## config.mk

```make
export PLATFORM = sky130hd
export DESIGN_NAME = wdt_guard
export DESIGN_NICKNAME = d
export VERILOG_FILES = /design/src/rtl/wdt_pkg.sv /design/src/rtl/wdt_cfg_reg.sv /design/src/rtl/wdt_prediv.sv /design/src/rtl/wdt_core_cnt.sv /design/src/rtl/wdt_guard.sv
export SDC_FILE = /design/constraint.sdc
export NUM_CORES = 1
export LEC_CHECK = 0
export BUFFER_PORTS_ARGS = -buffer_cell sky130_fd_sc_hd__buf_2
export CAP_MARGIN = 20
export CORE_UTILIZATION = 34
export DETAILED_ROUTE_END_ITERATION = 16
export GPL_TIMING_DRIVEN = 0
export PLACE_DENSITY = 0.59
export SLEW_MARGIN = 20
export SYNTH_ARGS = -nofsm -noshare
export SYNTH_HDL_FRONTEND = slang
export SYNTH_SLANG_ARGS = --single-unit
```

## constraint.sdc

```tcl
create_clock -name clk -period 3.6 [get_ports clk]
set_input_delay 0.72 -clock clk [delete_from_list [all_inputs] [get_ports clk]]
set_output_delay 0.72 -clock clk [all_outputs]
set_load 0.01 [all_outputs]
```

## src/rtl/wdt_pkg.sv

```systemverilog
package wdt_pkg;

    localparam int PSEL_W = 3;
    localparam int PRE_W  = 1 << PSEL_W;

    typedef struct packed {
        logic              en;
        logic              run_idle;
        logic [PSEL_W-1:0] psel;
    } wdt_cfg_t;

    localparam int BIT_EN   = 7;
    localparam int BIT_CLR  = 6;
    localparam int BIT_IDLE = 5;

    function automatic wdt_cfg_t cfg_decode(input logic [7:0] d);
        wdt_cfg_t c;
        c.en       = d[BIT_EN];
        c.run_idle = d[BIT_IDLE];
        c.psel     = d[PSEL_W-1:0];
        return c;
    endfunction

    function automatic logic [7:0] cfg_encode(input wdt_cfg_t c, input logic clr);
        logic [7:0] d;
        d                = '0;
        d[BIT_EN]        = c.en;
        d[BIT_CLR]       = clr;
        d[BIT_IDLE]      = c.run_idle;
        d[PSEL_W-1:0]    = c.psel;
        return d;
    endfunction

    // Low n+1 bits set: the prescaler wraps once every 2^(n+1) input ticks.
    function automatic logic [PRE_W-1:0] pre_mask(input logic [PSEL_W-1:0] n);
        logic [PRE_W-1:0] m;
        m = '0;
        for (int i = 0; i < PRE_W; i++) begin
            m[i] = (i <= int'(n));
        end
        return m;
    endfunction

endpackage

```

## src/rtl/wdt_cfg_reg.sv

```systemverilog
module wdt_cfg_reg
    import wdt_pkg::*;
(
    input  logic       clk,
    input  logic       rst,
    input  logic       wr_en_i,
    input  logic [7:0] wr_data_i,
    output wdt_cfg_t   cfg_o,
    output logic       clr_o,
    output logic [7:0] rd_data_o
);

    wdt_cfg_t cfg_q;
    logic     clr_q;

    always_ff @(posedge clk) begin
        if (rst) begin
            cfg_q <= '0;
            clr_q <= 1'b0;
        end else if (wr_en_i) begin
            cfg_q <= cfg_decode(wr_data_i);
            clr_q <= wr_data_i[BIT_CLR];
        end else begin
            clr_q <= 1'b0;
        end
    end

    assign cfg_o     = cfg_q;
    assign clr_o     = clr_q;
    assign rd_data_o = cfg_encode(cfg_q, clr_q);


    clr_selfclear_chk: assert property (@(posedge clk) disable iff (rst)
        (clr_q && !wr_en_i) |=> !clr_q);


    rst_cfg_chk: assert property (@(posedge clk)
        rst |=> (rd_data_o == 8'h00));


    unused_bits_chk: assert property (@(posedge clk) disable iff (rst)
        rd_data_o[4:3] == 2'b00);

endmodule

```

## src/rtl/wdt_prediv.sv

```systemverilog
module wdt_prediv
    import wdt_pkg::*;
#(
    parameter int FIX_DIV = 12
) (
    input  logic              clk,
    input  logic              rst,
    input  logic              clr_i,
    input  logic              run_i,
    input  logic [PSEL_W-1:0] psel_i,
    output logic              tick_o
);

    localparam int FDIV_W = (FIX_DIV > 1) ? $clog2(FIX_DIV) : 1;
    localparam logic [FDIV_W-1:0] FDIV_LAST = FDIV_W'(FIX_DIV - 1);

    logic [FDIV_W-1:0] fdiv_q;
    logic [PRE_W-1:0]  pre_q;
    logic              fix_tick;
    logic [PRE_W-1:0]  mask;

    assign fix_tick = run_i && !clr_i && (fdiv_q == FDIV_LAST);
    assign mask     = pre_mask(psel_i);
    assign tick_o   = fix_tick && ((pre_q & mask) == mask);

    always_ff @(posedge clk) begin
        if (rst || clr_i) begin
            fdiv_q <= '0;
        end else if (run_i) begin
            fdiv_q <= (fdiv_q == FDIV_LAST) ? '0 : fdiv_q + 1'b1;
        end
    end

    always_ff @(posedge clk) begin
        if (rst || clr_i) begin
            pre_q <= '0;
        end else if (fix_tick) begin
            pre_q <= pre_q + 1'b1;
        end
    end


    idle_hold_chk: assert property (@(posedge clk) disable iff (rst)
        (!run_i && !clr_i) |=> ($stable(fdiv_q) && $stable(pre_q)));


    clr_prediv_chk: assert property (@(posedge clk) disable iff (rst)
        clr_i |=> (fdiv_q == '0 && pre_q == '0));

endmodule

```

## src/rtl/wdt_core_cnt.sv

```systemverilog
module wdt_core_cnt #(
    parameter int CNT_W = 14
) (
    input  logic clk,
    input  logic rst,
    input  logic clr_i,
    input  logic tick_i,
    output logic req_o
);

    logic [CNT_W-1:0] cnt_q;
    logic             req_q;
    logic             ovf;

    assign ovf = tick_i && (&cnt_q);

    always_ff @(posedge clk) begin
        if (rst || clr_i) begin
            cnt_q <= '0;
            req_q <= 1'b0;
        end else begin
            if (tick_i) cnt_q <= cnt_q + 1'b1;
            req_q <= ovf;
        end
    end

    assign req_o = req_q;


    req_pulse_chk: assert property (@(posedge clk) disable iff (rst)
        req_q |=> !req_q);


    wrap_zero_chk: assert property (@(posedge clk) disable iff (rst)
        req_q |-> (cnt_q == '0));


    clr_cnt_chk: assert property (@(posedge clk) disable iff (rst)
        clr_i |=> (cnt_q == '0 && !req_q));

endmodule

```

## src/rtl/wdt_guard.sv

```systemverilog
module wdt_guard
    import wdt_pkg::*;
#(
    parameter int FIX_DIV = 12,
    parameter int CNT_W   = 14
) (
    input  logic       clk,
    input  logic       rst,
    input  logic       idle_i,
    input  logic       wr_en_i,
    input  logic [7:0] wr_data_i,
    output logic [7:0] rd_data_o,
    output logic       wdt_req_o
);

    wdt_cfg_t cfg;
    logic     clr;
    logic     run;
    logic     tick;

    wdt_cfg_reg u_cfg (
        .clk       (clk),
        .rst       (rst),
        .wr_en_i   (wr_en_i),
        .wr_data_i (wr_data_i),
        .cfg_o     (cfg),
        .clr_o     (clr),
        .rd_data_o (rd_data_o)
    );

    assign run = cfg.en && (!idle_i || cfg.run_idle);

    wdt_prediv #(.FIX_DIV(FIX_DIV)) u_prediv (
        .clk    (clk),
        .rst    (rst),
        .clr_i  (clr),
        .run_i  (run),
        .psel_i (cfg.psel),
        .tick_o (tick)
    );

    wdt_core_cnt #(.CNT_W(CNT_W)) u_cnt (
        .clk    (clk),
        .rst    (rst),
        .clr_i  (clr),
        .tick_i (tick),
        .req_o  (wdt_req_o)
    );


    disabled_quiet_chk: assert property (@(posedge clk) disable iff (rst)
        !cfg.en |=> !wdt_req_o);


    rst_req_chk: assert property (@(posedge clk)
        rst |=> !wdt_req_o);

endmodule

```

[After elaboration in Yosys (flattened, before gate mapping)]
Index checks and enable logic that the tools add are counted.
Operators by class
  add/sub/neg operators: 3
  bitwise logic cells: 2
  mux-type cells: 1
  reduce and logical (&&, ||, !) cells: 11
  equal/unequal tests: 2
  $lt $le $gt $ge: 7
Operators with widths (count)
  adder 14 x 1 -> 14 bit, second input constant: 1
  AND reduction 14 bit: 1
  less-or-equal comparator 3 bit, first input constant: 4
  adder 8 x 1 -> 8 bit, second input constant: 1
  bitwise AND 8 bit: 1
  == test 8 bit: 1
  less-or-equal comparator 2 x 3 -> 1 bit, first input constant: 2
  logical AND 1 bit: 5
  adder 4 x 1 -> 4 bit, second input constant: 1
  == test 4 bit, second input constant: 1
  2-to-1 mux 4 bit: 1
  less-or-equal comparator 1 x 3 -> 1 bit, first input constant: 1
  logical NOT 1 bit: 2
  logical OR 1 bit: 2
  OR reduction 2 bit: 1
  NOT 1 bit: 1
Storage, ports and cells
  bits in registers: 33

[Longest topological paths before layout]
  depth in word-level cells: 7
  mapped depth: 7
  depth with buffers taken out: 6

[Modules after synthesis]
Synthesis repeated with hierarchy kept, for this count alone.
Second synthesis, totals
  cell total of the unflattened synthesis: 181
  area, all modules: 1606.5 µm²
By module, submodules not included
  wdt_core_cnt: times used 1, area each 681.9 µm², cells an instance 76, seq. area each 300.3 µm²
  wdt_prediv: times used 1, area each 639.4 µm², cells an instance 76, seq. area each 240.2 µm²
  wdt_cfg_reg: times used 1, area each 274.0 µm², cells an instance 27, seq. area each 120.1 µm²
  wdt_guard: times used 1, area each 11.3 µm², cells an instance 2, seq. area each 0.0 µm²

[Least setup slack after synthesis]
Ideal clock, no wire load.
  path kind: input to register
  from: input idle_i
  to: register u_cnt.cnt_q[13]
  arrival: 1968 ps
  stages: 5
  setup time: 70 ps
  setup slack: 1562 ps
  path through: and2b_1 -> nor4b_1 -> nand4_2 -> or3_1 -> a21oi_1
Between the ends
  longest elaborated chain between the ends: 6
Ends and longest elaborated chain
  start: declaration: line wdt_guard.sv:9  | input logic idle_i,
  logical NOT 1 bit: line wdt_guard.sv:31  | assign run = cfg.en && (!idle_i || cfg.run_idle);
  logical OR 1 bit: line wdt_guard.sv:31
  logical AND 1 bit: line wdt_guard.sv:31
  logical AND 1 bit (2 in series): line wdt_prediv.sv:22  | assign fix_tick = run_i && !clr_i && (fdiv_q == FDIV_LAST);
  logical AND 1 bit: line wdt_prediv.sv:24  | assign tick_o = fix_tick && ((pre_q & mask) == mask);
  end signal: assignment: line wdt_core_cnt.sv:22  | if (tick_i) cnt_q <= cnt_q + 1'b1;
  end: declaration: line wdt_core_cnt.sv:11  | logic [CNT_W-1:0] cnt_q;
No other way between the ends.
A chain may end at the register's enable or synchronous reset.

[Final worst setup path]
  from: register u_prediv.fdiv_q[0]
  to: register u_cnt.cnt_q[13]
Between the ends
  longest elaborated chain between the ends: 3
Ends and longest elaborated chain
  start: declaration: line wdt_prediv.sv:17  | logic [FDIV_W-1:0] fdiv_q;
  start signal: assignment: line wdt_prediv.sv:30  | fdiv_q <= (fdiv_q == FDIV_LAST) ? '0 : fdiv_q + 1'b1;
  == test 4 bit: line wdt_prediv.sv:22
  logical AND 1 bit: line wdt_prediv.sv:22
  logical AND 1 bit: line wdt_prediv.sv:24
No other way between the ends.

==> results.sh <==
export IMPL_run_status="finished clean"
export IMPL_cp_end_kind="register"
export IMPL_setup_ws_ns=1.53
export IMPL_first_global_vias=1186
export IMPL_powerDensity_nw_per_um2=423
export IMPL_synthMuxAreaShare=0.0446
export IMPL_antenna_cells_inserted=0
export IMPL_gate_power_share=0.057
export IMPL_power_internal_uw=616
export IMPL_async_reset_ff_frac=0
export IMPL_wl_per_cell_microns=11.9
export IMPL_cts_root_buf="clkbuf_8"
export IMPL_initial_core_util=0.358
export IMPL_ys_seq_area_frac=0.420
export IMPL_switching_share=0.205
export IMPL_io_pins=21
export IMPL_finish_instance_area_sq_um=1830
export IMPL_post_placement_setup_slack_ns=1.25
export IMPL_final_cell_mix="dfxtp_1, nor2_1, buf_2, a21oi_1"
export IMPL_synth_top_area_frac=0.420
export IMPL_synth_adder_area_share=0.0239
export IMPL_pin_count_of_the_biggest_net_entering_global_routing=11
export IMPL_drt_pass1_iter_count=4
export IMPL_drcViolationCount=0
export IMPL_timing_critical_path_required_ns=3.81
export IMPL_clkTransAtPathRegs_ns=0.07
export IMPL_routed_via_count=1274
export IMPL_synth_enable_flop_cells=0
export IMPL_yosysTopAreaCell="dfxtp_1"
export IMPL_critical_path_max_stage_delay_ns=0.42
export IMPL_synth_area_sq_um=1570
export IMPL_route_final_wire_length_microns=2980
export IMPL_p_clk_frac=0.459
export IMPL_cts_sink_count=33
export IMPL_netlist_cell_type_count=40
export IMPL_floorplan_die_height_microns=70.0
export IMPL_setup_viol=0
export IMPL_rows=24
export IMPL_post_dp_hpwl_microns=2140
export IMPL_flop_and_latch_count_out_of_synthesis=33
export IMPL_postCtsHoldBufs=0
export IMPL_worst_ep_arrival_time_ns=2.28
export IMPL_numPlacedInstances=243
export IMPL_area_fraction_in_compound_gates_after_synthesis=0.112
export IMPL_fp_coreArea_sq_um=4380
export IMPL_timing_max_cap_violations=0
export IMPL_synth_top_family_by_area="simple AND/OR/NAND/NOR gates"
export IMPL_post_cts_resize_count=0
export IMPL_max_clock_freq_mhz=483
export IMPL_power_sequential_fraction=0.484
export IMPL_crit_path_launch_type="register"
export IMPL_layout_commonest_cell="dfxtp_1"
export IMPL_cts_tree="built"
export IMPL_slew_limit_headroom=0.661
export IMPL_gp_routability_congestion=0.715
export IMPL_design_power_total_uw=775
export IMPL_drive_gt1_frac=0.181
export IMPL_fill_cells=442
export IMPL_hold_start="u_cnt.cnt_q[13]"
export IMPL_period_needed_ns=2.07
export IMPL_die_width_microns=70.0
export IMPL_layoutNonFillerInstCount=251
export IMPL_crit_reg2reg_capture="u_cnt.cnt_q[13]"
export IMPL_tightest_slew_ns=0.507
export IMPL_sequential_cell_area_sq_um=661
export IMPL_ys_warn_count=0
export IMPL_synthesis_area_per_instance_sq_um=8.98
export IMPL_cp_buffers_inverters=0
export IMPL_worst_path_dominant_cell_family="simple AND/OR/NAND/NOR gates"
export IMPL_fin_skew_ns=0.00684
export IMPL_cp_slowest_cell="or3_1"
export IMPL_grt_overflow=0
export IMPL_gr_usage_all_layers=0.133
export IMPL_final_min_period_over_clock_period=0.575
export IMPL_reg2reg_from="u_prediv.fdiv_q[0]"
export IMPL_tns_ns=0
export IMPL_postLayoutCoreUtil=0.418
export IMPL_timing_hold_worst_endpoint="u_cnt.req_o"
export IMPL_worst_setup_path_type="reg -> reg"
export IMPL_tritoncts_buffers=5
export IMPL_synth_area_top_cells="dfxtp_1, nor2_1, mux2i_1"
export IMPL_regToRegSetupSlack_ns=1.53
export IMPL_peakVddDrop_v=0.000216
export IMPL_syn_to_final_growth_pct=16.6
export IMPL_design_die_area_sq_um=4900
export IMPL_insertion_delay_ns=0.28
export IMPL_cts_max_level=2
export IMPL_p_switching_uw=159
export IMPL_ctsLongestPathBuffers=2
export IMPL_report_final_slew_viol_count=0
export IMPL_placement_cell_area_sq_um=1720
export IMPL_drt_iter0_markers=37
export IMPL_grt_pass1_wl_microns=5220
export IMPL_p_leak_nw=0.699
export IMPL_post_synth_inst_count=175
export IMPL_critical_path_cell_chain="ha_1 -> nand3b_1 -> nor4b_1 -> nand4_2 -> or3_1 -> a21oi_1"
export IMPL_ff2ff_path_depth=6
export IMPL_antenna_found_initial=0
export IMPL_synth_ff_type="dfxtp_1"
export IMPL_port_buffers=15
export IMPL_worst_path_max_fanout=9
export IMPL_avgViaCountPerCell=5.08
export IMPL_antenna_violating_nets_post_route=0
export IMPL_postCtsSetupBuffers=0
export IMPL_yosys_area_share_xor_xnor=0.0613
export IMPL_hold_crit_depth=2
export IMPL_multi_input_comb_area_sq_um=843
export IMPL_rsz0062_at_grt="no"
export IMPL_min_path_type="reg -> reg"
export IMPL_yosys_area_share_simple=0.290
export IMPL_holdWs_ns=0.446
export IMPL_nNetsFinal=213
export IMPL_final_hold_violation_count=0
registers in the layout, indices dropped and copies added, names as in the netlist:
| signal | cells |
|---|---|
| u_cfg.cfg_o | 5 |
| u_prediv.fdiv_q | 4 |
| u_cnt.req_o | 1 |
| u_prediv.pre_q | 8 |
| u_cfg.clr_o | 1 |
| u_cnt.cnt_q | 14 |
kinds of logic (layout without fill, tap and decap cells):
logic type      count (synthesis)  count (layout)
compound gates                 30              30
xor+xnor                       11              11
fa+ha+maj                       3               3
buf+inv                        12              35
flops                          33              33
mux                             7               7
other cells                     1               2
simple gates                   78              78
power groups by stage:
stage               clock, mW  combinational [mW]  sequential [mW]
CTS                     0.362              0.0444            0.375
global placement            0              0.0439            0.383
detailed placement          0              0.0443            0.384
floorplan                   0              0.0288            0.383
finish                  0.355              0.0439            0.375
global route            0.376              0.0485            0.376
how the worst max path moves through the flow:
stage,slack [ns],to,startpoint,cells past startpoint
global route,1.30,u_cnt.cnt_q[10],u_prediv.fdiv_q[0],6
finish,1.53,u_cnt.cnt_q[13],u_prediv.fdiv_q[0],6
global placement,1.28,u_cnt.cnt_q[13],idle_i,6
floorplan,1.56,u_cnt.cnt_q[13],idle_i,5
CTS,1.54,u_cnt.cnt_q[13],u_prediv.fdiv_q[0],6
detailed placement,1.25,u_cnt.cnt_q[13],idle_i,6
Yosys cell counts (2+ instances only):
master	instances
a21boi_0	2
clkbuf_1	2
nand4_2	2
mux2i_1	7
or3_1	8
nor3_1	3
dfxtp_1	33
o21ai_0	10
and3_1	3
nand4b_1	3
nor4b_1	2
nand4_1	7
xor2_1	6
and4_1	2
a21oi_1	13
nand3_1	7
nor2_1	19
nand2_1	10
ha_1	3
xnor2_1	5
buf_4	4
and2_1	3
inv_1	4
area by class of cell:
cell class                 count  share of cell area
multi-input combinational    131               0.460
timing repair buffer          15              0.0410
buffer                         8              0.0307
tap                           52              0.0355
inverter                       4             0.00820
clock inverter                 1              0.0164
sequential                    33               0.361
clock buffer                   7              0.0471
worst register-to-register path, delay by kind of cell, from the launching register on:
kind	cells	cell delay, ns
AND/OR/NAND/NOR	4	1.29
flip-flops	1	0.38
adder cells (fa/ha/maj)	1	0.18
AO/OA/AOI/OAI	1	0.15
metal layers:
| metal | part of all wire | track usage | up-vias |
|---|---|---|---|
| li1 | - | - | 665 |
| met1 | 0.50 | 0.166 | 574 |
| met2 | 0.44 | 0.220 | 30 |
| met3 | 0.044 | 0.0274 | 5 |
| met4 | 0.013 | 0.0622 | 0 |
| met5 | 0 | 0 | - |
(Power assumes the default switching activity.)
